==> src/rtl/stbuf_pkg.sv <==
package stbuf_pkg;
  localparam int SEQ_W = 8;
  typedef logic [SEQ_W-1:0] seq_t;

  // True when stamp a was issued before stamp b (modular distance).
  function automatic logic seq_older(seq_t a, seq_t b);
    seq_t diff;
    diff = a - b;
    return diff[SEQ_W-1];
  endfunction
endpackage

==> src/rtl/sb_fifo.sv <==
module sb_fifo
  import stbuf_pkg::*;
#(
  parameter int DEPTH = 8,
  parameter int AW    = 32,
  parameter int DW    = 32
) (
  input  logic          clk,
  input  logic          rst_n,
  input  logic          push,
  input  logic [AW-1:0] push_addr,
  input  logic [DW-1:0] push_data,
  input  seq_t          push_seq,
  input  logic          pop,
  input  logic [AW-1:0] probe_addr,
  output logic          full,
  output logic          empty,
  output logic [AW-1:0] head_addr,
  output logic [DW-1:0] head_data,
  output seq_t          head_seq,
  output logic          probe_hit
);
  localparam int PTR_W = (DEPTH > 1) ? $clog2(DEPTH) : 1;
  localparam int CNT_W = $clog2(DEPTH + 1);

  logic [DEPTH-1:0] vld_q, vld_d;
  logic [AW-1:0]    addr_q [DEPTH];
  logic [DW-1:0]    data_q [DEPTH];
  seq_t             seq_q  [DEPTH];
  logic [PTR_W-1:0] rd_q, rd_d, wr_q, wr_d;
  logic [CNT_W-1:0] cnt_q, cnt_d;

  function automatic logic [PTR_W-1:0] ptr_inc(logic [PTR_W-1:0] p);
    return (p == PTR_W'(DEPTH - 1)) ? '0 : p + 1'b1;
  endfunction

  always_comb begin
    rd_d  = pop  ? ptr_inc(rd_q) : rd_q;
    wr_d  = push ? ptr_inc(wr_q) : wr_q;
    cnt_d = cnt_q + CNT_W'(push) - CNT_W'(pop);
    vld_d = vld_q;
    if (pop)  vld_d[rd_q] = 1'b0;
    if (push) vld_d[wr_q] = 1'b1;
  end

  always_ff @(posedge clk or negedge rst_n) begin
    if (!rst_n) begin
      vld_q <= '0;
      rd_q  <= '0;
      wr_q  <= '0;
      cnt_q <= '0;
    end else begin
      vld_q <= vld_d;
      rd_q  <= rd_d;
      wr_q  <= wr_d;
      cnt_q <= cnt_d;
    end
  end

  for (genvar g = 0; g < DEPTH; g++) begin : g_slot
    logic wen;
    assign wen = push && (wr_q == PTR_W'(g));
    always_ff @(posedge clk) begin
      if (wen) begin
        addr_q[g] <= push_addr;
        data_q[g] <= push_data;
        seq_q[g]  <= push_seq;
      end
    end
  end

  always_comb begin
    probe_hit = 1'b0;
    for (int i = 0; i < DEPTH; i++) begin
      if (vld_q[i] && (addr_q[i][AW-1:2] == probe_addr[AW-1:2])) probe_hit = 1'b1;
    end
  end

  assign full      = (cnt_q == CNT_W'(DEPTH));
  assign empty     = (cnt_q == '0);
  assign head_addr = addr_q[rd_q];
  assign head_data = data_q[rd_q];
  assign head_seq  = seq_q[rd_q];
endmodule

==> src/rtl/ld_tracker.sv <==
module ld_tracker
  import stbuf_pkg::*;
#(
  parameter int ENTRIES = 4,
  parameter int AW      = 32,
  parameter int IDX_W   = 2
) (
  input  logic             clk,
  input  logic             rst_n,
  input  logic             alloc,
  input  logic [AW-1:0]    alloc_addr,
  input  seq_t             alloc_seq,
  input  logic             free_en,
  input  logic [IDX_W-1:0] free_idx,
  input  logic [AW-1:0]    q_addr,
  input  seq_t             q_seq,
  input  seq_t             bar_seq,
  output logic             has_free,
  output logic [IDX_W-1:0] alloc_idx,
  output logic             war_hit,
  output logic             bar_old
);
  logic [ENTRIES-1:0] vld_q, vld_d;
  logic [AW-1:0]      addr_q [ENTRIES];
  seq_t               seq_q  [ENTRIES];

  always_comb begin
    alloc_idx = '0;
    for (int i = ENTRIES - 1; i >= 0; i--) begin
      if (!vld_q[i]) alloc_idx = IDX_W'(i);
    end
  end

  assign has_free = ~&vld_q;

  always_comb begin
    vld_d = vld_q;
    if (free_en && (int'(free_idx) < ENTRIES)) vld_d[free_idx] = 1'b0;
    if (alloc) vld_d[alloc_idx] = 1'b1;
  end

  always_ff @(posedge clk or negedge rst_n) begin
    if (!rst_n) vld_q <= '0;
    else        vld_q <= vld_d;
  end

  for (genvar g = 0; g < ENTRIES; g++) begin : g_ent
    logic wen;
    assign wen = alloc && (alloc_idx == IDX_W'(g));
    always_ff @(posedge clk) begin
      if (wen) begin
        addr_q[g] <= alloc_addr;
        seq_q[g]  <= alloc_seq;
      end
    end
  end

  always_comb begin
    war_hit = 1'b0;
    bar_old = 1'b0;
    for (int i = 0; i < ENTRIES; i++) begin
      if (vld_q[i] && (addr_q[i][AW-1:2] == q_addr[AW-1:2]) && seq_older(seq_q[i], q_seq))
        war_hit = 1'b1;
      if (vld_q[i] && seq_older(seq_q[i], bar_seq))
        bar_old = 1'b1;
    end
  end
endmodule

==> src/rtl/sb_order_ctl.sv <==
module sb_order_ctl
  import stbuf_pkg::*;
(
  input  logic clk,
  input  logic rst_n,
  input  logic ld_fire,
  input  logic bar_in,
  input  logic st_fire,
  input  logic bar_old,
  input  seq_t head_seq,
  output seq_t ld_seq,
  output seq_t st_seq,
  output seq_t bar_hi,
  output logic bar_block
);
  seq_t cnt_q, cnt_d;
  seq_t lo_q, lo_d, hi_q, hi_d;
  seq_t bar_stamp;
  logic pend_q, pend_d;

  always_comb begin
    ld_seq    = cnt_q;
    bar_stamp = cnt_q + seq_t'(ld_fire);
    st_seq    = bar_stamp + seq_t'(bar_in);
    cnt_d     = st_seq + seq_t'(st_fire);
    pend_d    = pend_q;
    lo_d      = lo_q;
    hi_d      = hi_q;
    if (bar_in) begin
      pend_d = 1'b1;
      hi_d   = bar_stamp;
      lo_d   = (pend_q && bar_old) ? lo_q : bar_stamp;
    end else if (pend_q && !bar_old) begin
      pend_d = 1'b0;
    end
  end

  always_ff @(posedge clk or negedge rst_n) begin
    if (!rst_n) begin
      cnt_q  <= '0;
      lo_q   <= '0;
      hi_q   <= '0;
      pend_q <= 1'b0;
    end else begin
      cnt_q  <= cnt_d;
      lo_q   <= lo_d;
      hi_q   <= hi_d;
      pend_q <= pend_d;
    end
  end

  assign bar_hi    = hi_q;
  assign bar_block = pend_q && bar_old && seq_older(lo_q, head_seq);
endmodule

==> src/rtl/stbuf_war_top.sv <==
module stbuf_war_top
  import stbuf_pkg::*;
#(
  parameter int SB_DEPTH = 8,
  parameter int LT_DEPTH = 4,
  parameter int AW       = 32,
  parameter int DW       = 32,
  parameter int IDX_W    = $clog2(LT_DEPTH)
) (
  input  logic             clk,
  input  logic             rst_n,
  input  logic             st_valid,
  output logic             st_ready,
  input  logic [AW-1:0]    st_addr,
  input  logic [DW-1:0]    st_data,
  input  logic             ld_valid,
  output logic             ld_ready,
  input  logic [AW-1:0]    ld_addr,
  output logic [IDX_W-1:0] ld_idx,
  output logic             ld_raw,
  input  logic             cmp_valid,
  input  logic [IDX_W-1:0] cmp_idx,
  input  logic             bar_valid,
  output logic             mw_valid,
  input  logic             mw_ready,
  output logic [AW-1:0]    mw_addr,
  output logic [DW-1:0]    mw_data
);
  logic st_fire, ld_fire, pop;
  logic sb_full, sb_empty, raw_hit, war_hit, bar_old, bar_block;
  seq_t ld_seq, st_seq, head_seq, bar_hi;

  assign st_ready = !sb_full;
  assign st_fire  = st_valid && !sb_full;
  assign ld_fire  = ld_valid && ld_ready;
  assign ld_raw   = ld_fire && raw_hit;
  assign mw_valid = !sb_empty && !war_hit && !bar_block;
  assign pop      = mw_valid && mw_ready;

  sb_fifo #(.DEPTH(SB_DEPTH), .AW(AW), .DW(DW)) u_fifo (
    .clk(clk), .rst_n(rst_n),
    .push(st_fire), .push_addr(st_addr), .push_data(st_data), .push_seq(st_seq),
    .pop(pop), .probe_addr(ld_addr),
    .full(sb_full), .empty(sb_empty),
    .head_addr(mw_addr), .head_data(mw_data), .head_seq(head_seq),
    .probe_hit(raw_hit)
  );

  ld_tracker #(.ENTRIES(LT_DEPTH), .AW(AW), .IDX_W(IDX_W)) u_trk (
    .clk(clk), .rst_n(rst_n),
    .alloc(ld_fire), .alloc_addr(ld_addr), .alloc_seq(ld_seq),
    .free_en(cmp_valid), .free_idx(cmp_idx),
    .q_addr(mw_addr), .q_seq(head_seq), .bar_seq(bar_hi),
    .has_free(ld_ready), .alloc_idx(ld_idx),
    .war_hit(war_hit), .bar_old(bar_old)
  );

  sb_order_ctl u_ctl (
    .clk(clk), .rst_n(rst_n),
    .ld_fire(ld_fire), .bar_in(bar_valid), .st_fire(st_fire),
    .bar_old(bar_old), .head_seq(head_seq),
    .ld_seq(ld_seq), .st_seq(st_seq), .bar_hi(bar_hi),
    .bar_block(bar_block)
  );
endmodule

==> config.mk <==
export PLATFORM = sky130hd
export DESIGN_NAME = stbuf_war_top
export DESIGN_NICKNAME = d
export VERILOG_FILES = /design/src/rtl/stbuf_pkg.sv /design/src/rtl/sb_fifo.sv /design/src/rtl/ld_tracker.sv /design/src/rtl/sb_order_ctl.sv /design/src/rtl/stbuf_war_top.sv
export SDC_FILE = /design/constraint.sdc
export NUM_CORES = 1
export LEC_CHECK = 0
export ABC_AREA = 1
export BUFFER_PORTS_ARGS = -buffer_cell sky130_fd_sc_hd__buf_2
export CORE_MARGIN = 4
export CORE_UTILIZATION = 40
export CTS_BUF_LIST = sky130_fd_sc_hd__clkbuf_8
export DETAILED_ROUTE_END_ITERATION = 7
export GPL_TIMING_DRIVEN = 1
export PLACE_DENSITY = 0.52
export SLEW_MARGIN = 10
export SYNTH_ARGS = -nofsm -noshare
export SYNTH_HDL_FRONTEND = slang
export SYNTH_SLANG_ARGS = --single-unit
==> constraint.sdc <==
create_clock -name clk -period 6 [get_ports clk]
set_clock_uncertainty 0.05 [all_clocks]
set_input_delay 1.8 -clock clk [delete_from_list [all_inputs] [get_ports clk]]
set_output_delay 1.8 -clock clk [all_outputs]
set_load 0.03 [all_outputs]
== Word-level counts from Yosys, hierarchy flattened ==
Memories as Yosys holds them, arrays and structs flattened.
Cells that the tools add are included.

* RAM bits: 736
* Memories: 5
* Output and inout port bits: 70
* Input bits: 105
* Bits in registers: 47

{| class="wikitable"
|+ Memories
! name !! words !! bits a word !! rd ports !! clocked after memory_dff !! wr ports !! RTL line !! RTL
|-
| u_fifo.addr_q || 8 || 32 || 9 || 0 || 1 || sb_fifo.sv:27 || <nowiki>logic [AW-1:0] addr_q [DEPTH];</nowiki>
|-
| u_fifo.data_q || 8 || 32 || 1 || 0 || 1 || sb_fifo.sv:28 || <nowiki>logic [DW-1:0] data_q [DEPTH];</nowiki>
|-
| u_trk.addr_q || 4 || 32 || 4 || 0 || 1 || ld_tracker.sv:24 || <nowiki>logic [AW-1:0] addr_q [ENTRIES];</nowiki>
|-
| u_fifo.seq_q || 8 || 8 || 1 || 0 || 1 || sb_fifo.sv:29 || <nowiki>seq_t seq_q [DEPTH];</nowiki>
|-
| u_trk.seq_q || 4 || 8 || 4 || 0 || 1 || ld_tracker.sv:25 || <nowiki>seq_t seq_q [ENTRIES];</nowiki>
|}

* $add $sub $neg: 16
* Bitwise logic cells: 7
* Reductions and logical operators: 84
* Eq/ne operators: 24
* Muxes and demuxes: 141
* Order comparisons: 8

{| class="wikitable"
|+ Operators with widths
! cell !! number
|-
| 2-to-1 mux 32 bit || 17
|-
| OR reduction 32 bit || 17
|-
| equality test 30 bit || 12
|-
| 2-to-1 mux 8 bit || 12
|-
| OR reduction 8 bit || 10
|-
| 2-to-1 mux 1 bit || 73
|-
| subtractor 8 bit || 9
|-
| 2-to-1 mux 3 bit || 23
|-
| logical AND 1 bit || 45
|-
| adder 8 x 1 -> 8 bit || 3
|-
| 2-to-1 mux 2 bit || 10
|-
| equality test 3 bit (second input constant) || 5
|-
| AND 8 bit || 1
|-
| < comparator 3 x 4 -> 1 bit (second input constant) || 2
|-
| 2-to-1 mux 4 bit || 2
|-
| inverter 8 bit || 1
|-
| bitwise OR 8 bit || 1
|-
| adder 3 x 1 -> 3 bit (second input constant) || 2
|-
| demux 1 bit (select 3 bit) || 2
|-
| equality test 3 x 2 -> 1 bit (second input constant) || 2
|-
| greater-or-equal comparator 3 x 1 -> 1 bit (second input constant) || 2
|-
| logical NOT 1 bit || 6
|-
| < comparator 2 x 3 -> 1 bit (second input constant) || 2
|-
| adder 4 x 1 -> 4 bit || 1
|-
| 17 further kinds || 20
|}

== Logic depth before layout (Yosys ltp) ==
Gate-level depths: netlist of run 1.
An unclocked memory read counts as a cell.

* Depth in word-level cells: 15
* Mapped depth: 31
* Gate-level depth less buffers: 29

== Hierarchy ==
From an unflattened synthesis of run 1, not the netlist that was laid out.

* Cells, all modules: 3591
* Area total of the unflattened synthesis: 36442.5 um^2

{| class="wikitable"
|+ Modules (own cells, without submodules)
! module !! instances !! area an instance (um^2) !! cells an instance
|-
| sb_fifo || 1 || 26739.4 || 2522
|-
| ld_tracker || 1 || 8099.0 || 851
|-
| sb_order_ctl || 1 || 1552.7 || 205
|-
| stbuf_war_top || 1 || 51.3 || 13
|}

== Worst setup path before layout of run 1 ==
OpenSTA, ideal clock, no wires.

* Kind: input-to-reg
* Start: in st_valid
* End: mem u_fifo.addr_q[0][0] (enable)
* Stages on the path: 4
* Data arrival time: 5.260 ns
* Path slack: 0.188 ns
* Setup time: 0.502 ns
* Cells stage by stage: nand2_1 > nor2_1 > inv_1 > nor2_1

* Elaborated cells on any way between the ends: 46

{| class="wikitable"
|+ RTL lines
! item !! RTL line !! RTL
|-
| start: declaration || stbuf_war_top.sv:12 || <nowiki>input logic st_valid,</nowiki>
|-
| logical AND 1 bit || stbuf_war_top.sv:34 || <nowiki>assign st_fire = st_valid && !sb_full;</nowiki>
|-
| logical AND 1 bit || sb_fifo.sv:62 || <nowiki>assign wen = push && (wr_q == PTR_W'(g));</nowiki>
|-
| net u_fifo.g_slot[0].wen || sb_fifo.sv:61 || <nowiki>logic wen;</nowiki>
|-
| 2-to-1 mux 1 bit || sb_fifo.sv:64 || <nowiki>if (wen) begin</nowiki>
|-
| 2-to-1 mux 1 bit (not written as such) || sb_fifo.sv:65 || <nowiki>addr_q[g] <= push_addr;</nowiki>
|-
| 2-to-1 mux 1 bit (no line) (7 in series) || n/a ||
|-
| end: declaration || sb_fifo.sv:27 ||
|}

The timed path passes the listed nets, and every way through them passes these cells.

== Final worst setup path of run 1 ==
* Start: in ld_addr[9]
* End: out ld_raw

* Cells in the longest elaborated chain, start to end: 11
* Elaborated cells on any way between the ends: 25

{| class="wikitable"
|+ Ends and longest elaborated chain
! item !! RTL line !! RTL
|-
| start: declaration || stbuf_war_top.sv:18 || <nowiki>input logic [AW-1:0] ld_addr,</nowiki>
|-
| equality test 30 bit || sb_fifo.sv:75 || <nowiki>if (vld_q[i] && (addr_q[i][AW-1:2] == probe_addr[AW-1:2])) probe_hit = 1'b1;</nowiki>
|-
| logical AND 1 bit || sb_fifo.sv:75 ||
|-
| 2-to-1 mux 1 bit (7 in series) || sb_fifo.sv:75 ||
|-
| 2-to-1 mux 1 bit * || sb_fifo.sv:75 ||
|-
| logical AND 1 bit * || stbuf_war_top.sv:36 || <nowiki>assign ld_raw = ld_fire && raw_hit;</nowiki>
|-
| end: declaration || stbuf_war_top.sv:20 || <nowiki>output logic ld_raw,</nowiki>
|}

Every way passes the cells marked *; elsewhere a longest branch is shown, timed or not.

==> results of run 1 <==
[stage by stage]
stage               cell area, um2  std cells
floorplan                    35600       3234
global placement             38600       4597
detailed placement           38600       4597
CTS                          41500       4861
global route                 41900       4888
finish                       41900       4895
[cells by family after synthesis]
family	Yosys count	synth area share, %
simple gates	1457	17.2
buf+inv	395	4.69
xor+xnor	138	3.40
flops	775	64.7
mux	2	0.0633
compound gates	392	7.29
fa+ha+maj	75	2.66
[synth_stat cells, drive strengths merged]
library cell,count
nand3,140
a221oi,52
nor3,5
nand4,79
o221ai,4
or4,1
fa,1
buf,51
a2111oi,3
nand2,1032
o21a,4
inv,274
or2,8
nor2,154
nand3b,10
dfrtp,47
o22ai,56
xnor2,65
o31ai,1
xor2,73
a211oi,13
a31oi,1
and3,4
edfxtp,728
a22oi,45
nor4,24
clkbuf,63
o21ai,122
o21bai,1
a32o,4
clkinv,7
a221o,2
a31o,1
ha,74
a21oi,44
mux2,2
o211ai,4
o2111ai,14
a22o,21
[state kept, by name (all words and copies together), names as in the netlist]
signal / count
u_trk.seq_q: 32
u_ctl.pend_q: 1
u_trk.addr_q: 120
u_fifo.seq_q: 64
u_fifo.wr_q: 3
u_fifo.addr_q: 256
u_fifo.vld_q: 8
u_fifo.cnt_q: 4
u_ctl.lo_q: 8
u_trk.vld_q: 4
u_fifo.rd_q: 3
u_fifo.data_q: 256
u_ctl.ld_seq: 8
u_ctl.bar_hi: 8
[routing by layer]
layer / vias up / GRT usage, % / routed length (um)
li1: 12100 / - / -
met2: 1099 / 39.2 / 55300
met4: 18 / 8.76 / 3820
met1: 13100 / 37.2 / 55100
met5: - / 0 / 117
met3: 195 / 8.33 / 12300
[layout make-up]
class / instances / area [um2] / share of cell area (%)
flip-flops and latches: 775 / 23000 / 55.0
repair buffers: 357 / 2520 / 6.03
diodes: 9 / 22.5 / 0.0538
clock buffers: 143 / 1970 / 4.70
repair inverters: 1 / 8.76 / 0.0209
well taps: 1165 / 1460 / 3.48
clock inverters: 99 / 571 / 1.36
multi-input cells: 2065 / 11200 / 26.8
inverters: 281 / 1080 / 2.59
[worst register-to-register path, cell delays in order, from the launching register on]
cell	delay (ps)
sky130_fd_sc_hd__dfrtp_4	600
sky130_fd_sc_hd__buf_12	160
sky130_fd_sc_hd__nor2_4	50
sky130_fd_sc_hd__buf_12	140
sky130_fd_sc_hd__buf_6	180
sky130_fd_sc_hd__nand2_1	80
sky130_fd_sc_hd__nand2_1	60
sky130_fd_sc_hd__nor2_1	500
sky130_fd_sc_hd__nand2_2	250
sky130_fd_sc_hd__inv_2	140
sky130_fd_sc_hd__nand2_1	60
sky130_fd_sc_hd__nand4_1	80
sky130_fd_sc_hd__nor2_1	70
sky130_fd_sc_hd__nand2_1	70
sky130_fd_sc_hd__nor2_1	60
sky130_fd_sc_hd__nand3_1	100
sky130_fd_sc_hd__nand3_2	130
sky130_fd_sc_hd__nor2_8	130
sky130_fd_sc_hd__buf_4	200
sky130_fd_sc_hd__nand3_4	180
sky130_fd_sc_hd__inv_1	200
sky130_fd_sc_hd__ha_1	250
sky130_fd_sc_hd__inv_1	50
sky130_fd_sc_hd__ha_1	160
sky130_fd_sc_hd__inv_1	60
sky130_fd_sc_hd__fa_1	510
sky130_fd_sc_hd__inv_1	40
[how the worst max path moves through the flow]
stage,cells after the start,to,from
after global placement,11,ld_raw,ld_addr[8]
after global routing,21,mw_valid,u_fifo.rd_q[0]
after detailed placement,12,ld_raw,ld_addr[9]
after floorplan,4,u_fifo.addr_q[0][0],st_valid
after CTS,19,mw_valid,u_fifo.rd_q[2]
final,12,ld_raw,ld_addr[9]
[timing repair]
item	CTS	global route
gates cloned	2	2
endpoints found under the setup margin	2	2
pin swaps	5	15
setup buffers	20	23
hold endpoints to repair	0	0
resized for setup	24	44
[cell usage in the layout, fill, tap and decap left out, drive strengths merged, types with 6 or more instances in the layout]
cell / n
o2111ai: 14
inv: 328
or2: 8
nand3b: 10
dfrtp: 47
clkinv: 44
nand4: 79
a211oi: 13
edfxtp: 728
clkinvlp: 6
a21oi: 44
a22o: 21
diode: 9
nor2: 155
clkbuf: 143
xor2: 73
a221oi: 52
nor4: 24
o21ai: 122
buf: 355
o22ai: 56
xnor2: 65
nand3: 140
nand2: 1032
ha: 74
a22oi: 45
[power by group]
part	internal (mW)	total (mW)	switching, mW
clock network	2.36	4.63	2.27
logic	2.81	9.39	6.58
registers	7.14	7.73	0.595
==> results list, run 1 <==
- Outcome: completed
- The worst setup path is captured at an output pin.
* Mean area per synthesized cell: 11.0 um2
* Initial core utilization: 40.3%
- Pin count of the biggest net entering global routing: 61
- Clock buffers created by TritonCTS: 139
* Vias in the first global route: 25,800
- The H-tree was split into 4 levels.
- From synthesis to final layout, the design area changed by 17.7%.
- Slack of the worst reg-to-reg path: 1310 ps
* Flop and latch count out of synthesis: 775
- Once detailed placement completed, the half-perimeter wirelength came to 88.0 mm.
- CTS hold repair buffers: 0
- Traced cell by cell, the critical path runs through buf_2 -> clkinv_1 -> nand2_1 -> o21ai_0 -> nor4_4 -> buf_4 -> and3_1 -> nand4_1 -> o221ai_1 -> nor2_2 -> nor2_1 -> buf_2.
- VDD IR max: 0.328 mV
- Final RePlAce weighted congestion: 1.03
* CP max stage delay: 420 ps
* Post-synthesis instance area: 0.0356 mm2
- Post-detailed-route count of antenna-violating nets: 0
- Worst r2r path cells: 26
- Most common cell type on the critical path: sky130_fd_sc_hd__buf_2
- IO Pins: 175
- Setup violations remaining at the end of the flow were counted as 0.
- For this design, the slowest cell found on the critical path is sky130_fd_sc_hd__nor4_4.
- Hold Path Origin: u_fifo.vld_q[0]
* Max-slew headroom: 28.1%
- Via density per instance: 5.41
- Worst hold path class: reg2reg
- Yosys top cell area share: 61.4%
* Worst Path Arrival: 4090 ps
- The cell count after synthesis came out at 3,234.
- At the later pin of the worst-skew pair, clock insertion delay measures 820 ps.
- The final layout contains routed wiring with a total length of 127 mm.
- The path with the worst hold slack has its endpoint at u_fifo.vld_q[0].
- Slew Viols, Final: 0
* Die Outline Area: 0.0938 mm2
- Among cell families on the critical path, the largest total delay comes from simple AND/OR/NAND/NOR gates.
- On the final layout, the worst hold slack is 433 ps.
- For the finished layout, the period the worst path requires is 5940 ps.
- At the worst endpoint, the required time is 4150 ps.
- IO Port Bufs: 172
* Library cells used by synthesis: 56
* Utilization after layout: 47.4%
* Final hold violation count: 0
- Number of detailed-route iterations in the first pass: 5
* Setup repair after global routing missed its margin: true
- Die Span Y: 306 um
* Placement row count: 109
* Achievable clock frequency: 168 MHz
- For the final routed database, the setup TNS stands at 0 ps.
- Slew at the pin closest to its max-slew limit: 1080 ps
- The number of buffers and inverters on the critical path is 4.
* Max-capacitance violation count: 0
* Clock slew at reported path FFs: 50 ps
- The detailed router finished its first iteration with 2,632 violations.
- The post-route netlist has 17.4% of its cells at a drive strength greater than 1.
* Largest fanout of any net on the critical path: 3
- Counting along the longest clock path gives a buffer depth of 3.
- Global routing usage summed across all routing layers: 26.5%
- Buffer cell driving the clock tree root: sky130_fd_sc_hd__clkbuf_8
- Fill cells: 8,173
- Global-route wire length before repair: 180 mm
- At the end of the flow, the number of nets in the layout was 3,800.
* Vias after detailed routing: 26,500
- TritonCTS built the clock tree.
- Reg-to-reg critical path endpoint: u_fifo.cnt_q[1]
- Total grt overflow: 0
* Synth Net Count: 3,414
* P per Cell Area: 519 mW/mm2
* DR DRC count: 0
- The critical path in this run is classified as in2out.
- Number of cells on the worst hold path: 2
* Area of the core: 0.0884 mm2
* Die width: 306 um
- Worst slack after detailed placement: -169 ps
- Sinks on the clock net: 775
- The design draws 21.8 mW.
- After synthesis, flip-flops and latches occupy 64.7% of the total area.
- In this run the critical register-to-register path is launched from u_fifo.rd_q[0].
* Final Cycle Share: 99.0%
- Sorting the synthesized cells by area gives the leading types as sky130_fd_sc_hd__edfxtp_1 (61%), sky130_fd_sc_hd__nand2_1 (11%), sky130_fd_sc_hd__dfrtp_1 (3.3%), sky130_fd_sc_hd__inv_1 (2.8%), sky130_fd_sc_hd__ha_1 (2.6%).
- The number of antenna violations at the first check in global routing was 17.
* Top cell type by total area after synthesis: sky130_fd_sc_hd__edfxtp_1
* P_leak: 16.9 nW
- The worst setup path is launched from an input port.
- Once routing completed, OpenROAD measured the worst setup slack at 62.2 ps.
- Total number of yosys warnings: 0
* Wire length per cell after detailed routing: 25.9 um
No activity file was read; power rests on OpenSTA's default activity.
==> inputs of run 2 (changes only) <==
--- a/config.mk
+++ b/config.mk
@@ -7,12 +7,13 @@
 export LEC_CHECK = 0
 export ABC_AREA = 1
 export BUFFER_PORTS_ARGS = -buffer_cell sky130_fd_sc_hd__buf_2
-export CORE_MARGIN = 4
-export CORE_UTILIZATION = 40
+export CAP_MARGIN = 10
+export CORE_MARGIN = 5
+export CORE_UTILIZATION = 50
 export CTS_BUF_LIST = sky130_fd_sc_hd__clkbuf_8
 export DETAILED_ROUTE_END_ITERATION = 7
 export GPL_TIMING_DRIVEN = 1
-export PLACE_DENSITY = 0.52
+export PLACE_DENSITY = 0.63
 export SLEW_MARGIN = 10
 export SYNTH_ARGS = -nofsm -noshare
 export SYNTH_HDL_FRONTEND = slang
==> run 2 against run 1 <==
Fmax grew 0.14%. Clock power shrank 3%. Worst hold slack gained 1.0 ps. Routed wire length shrank 1.8%. Die area shrank 18%. Critical endpoint unchanged. Largest cell class unchanged. Largest power group unchanged. Highest routed layer unchanged.
==> results list, run 2 (same netlist as run 1, synthesis figures left out) <==
* Area growth syn-to-layout: 16.7%
- CTS hold repair buffers: 0
- Max-cap violations in this run came to 0.
- Worst path required time: 4150 ps
- Via density per instance: 5.81
- For this block, the routed nets add up to 124 mm of wire.
* Die Span Y: 277 um
- At the end of routability-driven placement, the weighted congestion stood at 0.971.
- After the first detailed-routing iteration, the DRC count stood at 3,514.
- Achievable clock frequency: 169 MHz
- Final hold violation count: 0
* Slew Viols, Final: 0
* Maximum root-to-sink buffer count: 3
* Largest fanout of any net on the critical path: 7
- Buffer cell driving the clock tree root: sky130_fd_sc_hd__clkbuf_8
- Global routing consumed, over all layers together, 31.4% of the routing resources.
- Initial core utilization: 50.6%
* P per Cell Area: 517 mW/mm2
- Summing internal, switching and leakage power gives 21.5 mW.
* Sinks on the clock net: 775
* Clock insertion delay at the later pin of the skew report: 800 ps
- The floorplan step defined a die boundary enclosing 0.0766 mm2.
- The post-route netlist has 17.6% of its cells at a drive strength greater than 1.
* Final HPWL from detailed placement: 86.4 mm
- Slack of the worst reg-to-reg path: 1320 ps
- The library cell used most frequently in the layout, excluding fill and tap cells, is sky130_fd_sc_hd__nand2_1.
- Largest registers: u_fifo.addr_q: 256 flops, u_fifo.data_q: 256 flops, u_trk.addr_q: 120 flops
* Vias after detailed routing: 27,100
- After the last flow step, the layout net total stands at 3,799.
- TritonCTS clock tree: done
- The path class of the tightest hold or removal check is reg2reg.
- Wire length per cell after detailed routing: 26.7 um
- The number of antenna violations at the first check in global routing was 13.
* Worst slack after detailed placement: -225 ps
- Excluding fillers, the count of instances in the completed layout stands at 4,669.
- For the worst setup path, the data arrival time is 4080 ps.
* R2R Path Start: u_fifo.rd_q[0]
* Post-detailed-route count of antenna-violating nets: 0
* Setup TNS: 0 ps
* Pin count of the biggest net entering global routing: 100
- In this run the count of I/O pins placed on the die edge is 175.
* IO Port Bufs: 172
- In the layout the commonest cells are sky130_fd_sc_hd__nand2_1 (984), sky130_fd_sc_hd__edfxtp_1 (728), sky130_fd_sc_hd__inv_1 (294).
* Type of element capturing the critical path: output pin
- Counting I/O delays and the setup requirement, the final critical path takes 5930 ps.
- The run finished with clean final reports.
* Utilization after layout: 59.1%
- Slew at the pin closest to its max-slew limit: 1040 ps
- Vias in the first global route: 26,000
* Clock slew at reported path FFs: 60 ps
- Counting tap cells, the placed design contains a total of 4,381 instances.
- DR DRC count: 0
* P_leak: 16.9 nW
- In this run the tightest slew margin relative to its limit is 30.5%.
- The worst hold path begins at u_ctl.bar_hi[4].
- The worst setup path is launched from an input port.
- The first global-routing pass estimated 177 mm of wire.
- VDD sags by at most 0.327 mV.
- Total grt overflow: 0
* Final Cycle Share: 98.8%
- Tracing the worst setup path back leads to its startpoint at ld_addr[8].
- Area of the core: 0.0703 mm2
* Worst setup margin: 70.4 ps
- TritonCTS created 134 clock buffers.
- The H-tree generated during clock tree synthesis spans 4 levels.
- Number of detailed-route iterations in the first pass: 6
- Die width: 277 um
- The critical path is of the in2out type.
* Placement row count: 97
* Setup violations, final: 0
[run 2: cell types whose count changed in the layout (fill, tap and decap cells not counted), sizes merged, moves of 3 or more]
| cell | before | now |
|---|---|---|
| clkinv | 44 | 61 |
| inv | 328 | 321 |
| diode | 9 | 4 |
| clkbuf | 143 | 139 |
| clkinvlp | 6 | 3 |
| buf | 355 | 359 |
[run 2: worst max-delay path: stages]
cell	delay (ps)
sky130_fd_sc_hd__buf_2	150
sky130_fd_sc_hd__clkinvlp_4	240
sky130_fd_sc_hd__buf_4	230
sky130_fd_sc_hd__a22o_1	210
sky130_fd_sc_hd__nor4_1	190
sky130_fd_sc_hd__buf_4	180
sky130_fd_sc_hd__and3_1	140
sky130_fd_sc_hd__nand4_1	230
sky130_fd_sc_hd__o221ai_2	280
sky130_fd_sc_hd__nor2_2	110
sky130_fd_sc_hd__nor2_1	110
sky130_fd_sc_hd__buf_2	200
[run 2: metal layers]
layer / share of wire (%) / track usage [%] / up-vias
li1: - / - / 12100
met3: 9.9 / 7.46 / 193
met2: 45 / 47.8 / 1394
met5: 0.066 / 0 / -
met1: 42 / 45.4 / 13400
met4: 2.9 / 9.16 / 12
[run 2: final cells by class]
class,count,area (um2)
multi-input combinational,2064,11200
timing repair buffer,363,2570
inverter,281,1080
clock inverter,106,623
tap,940,1180
antenna,4,10.0
sequential,775,23000
clock buffer,136,1870
fill,5841,28700
[run 2: what timing repair did]
action                                  CTS  global route
pin swaps                                 5            11
endpoints found under the setup margin    2             2
cloned                                    1             2
setup buffers                            12            27
endpoints found under the hold margin     0             0
gates resized for setup                  24            47
[run 2: through the flow]
stage                     cell area, um2  hold WS, ps
after global placement             38400          417
after floorplan                    35600          402
final                              41500          434
after global routing               41500          466
after detailed placement           38400          424
after CTS                          41100          438
[run 2: final timing paths]
path,to,cells past startpoint
worst max-delay path,ld_raw,12
worst min-delay path,u_ctl.bar_hi[4],2
min in group asynchronous,u_ctl.bar_hi[2],2
worst max register to register,u_fifo.cnt_q[2],28
worst min register to register,u_ctl.bar_hi[4],2
max in group asynchronous,u_fifo.rd_q[0],2
[run 2: power breakdown]
group	switching [mW]	leakage [nW]	internal, mW	total, mW
logic	6.58	8.27	2.69	9.26
clock network	2.26	1.43	2.26	4.51
registers	0.570	7.18	7.13	7.70
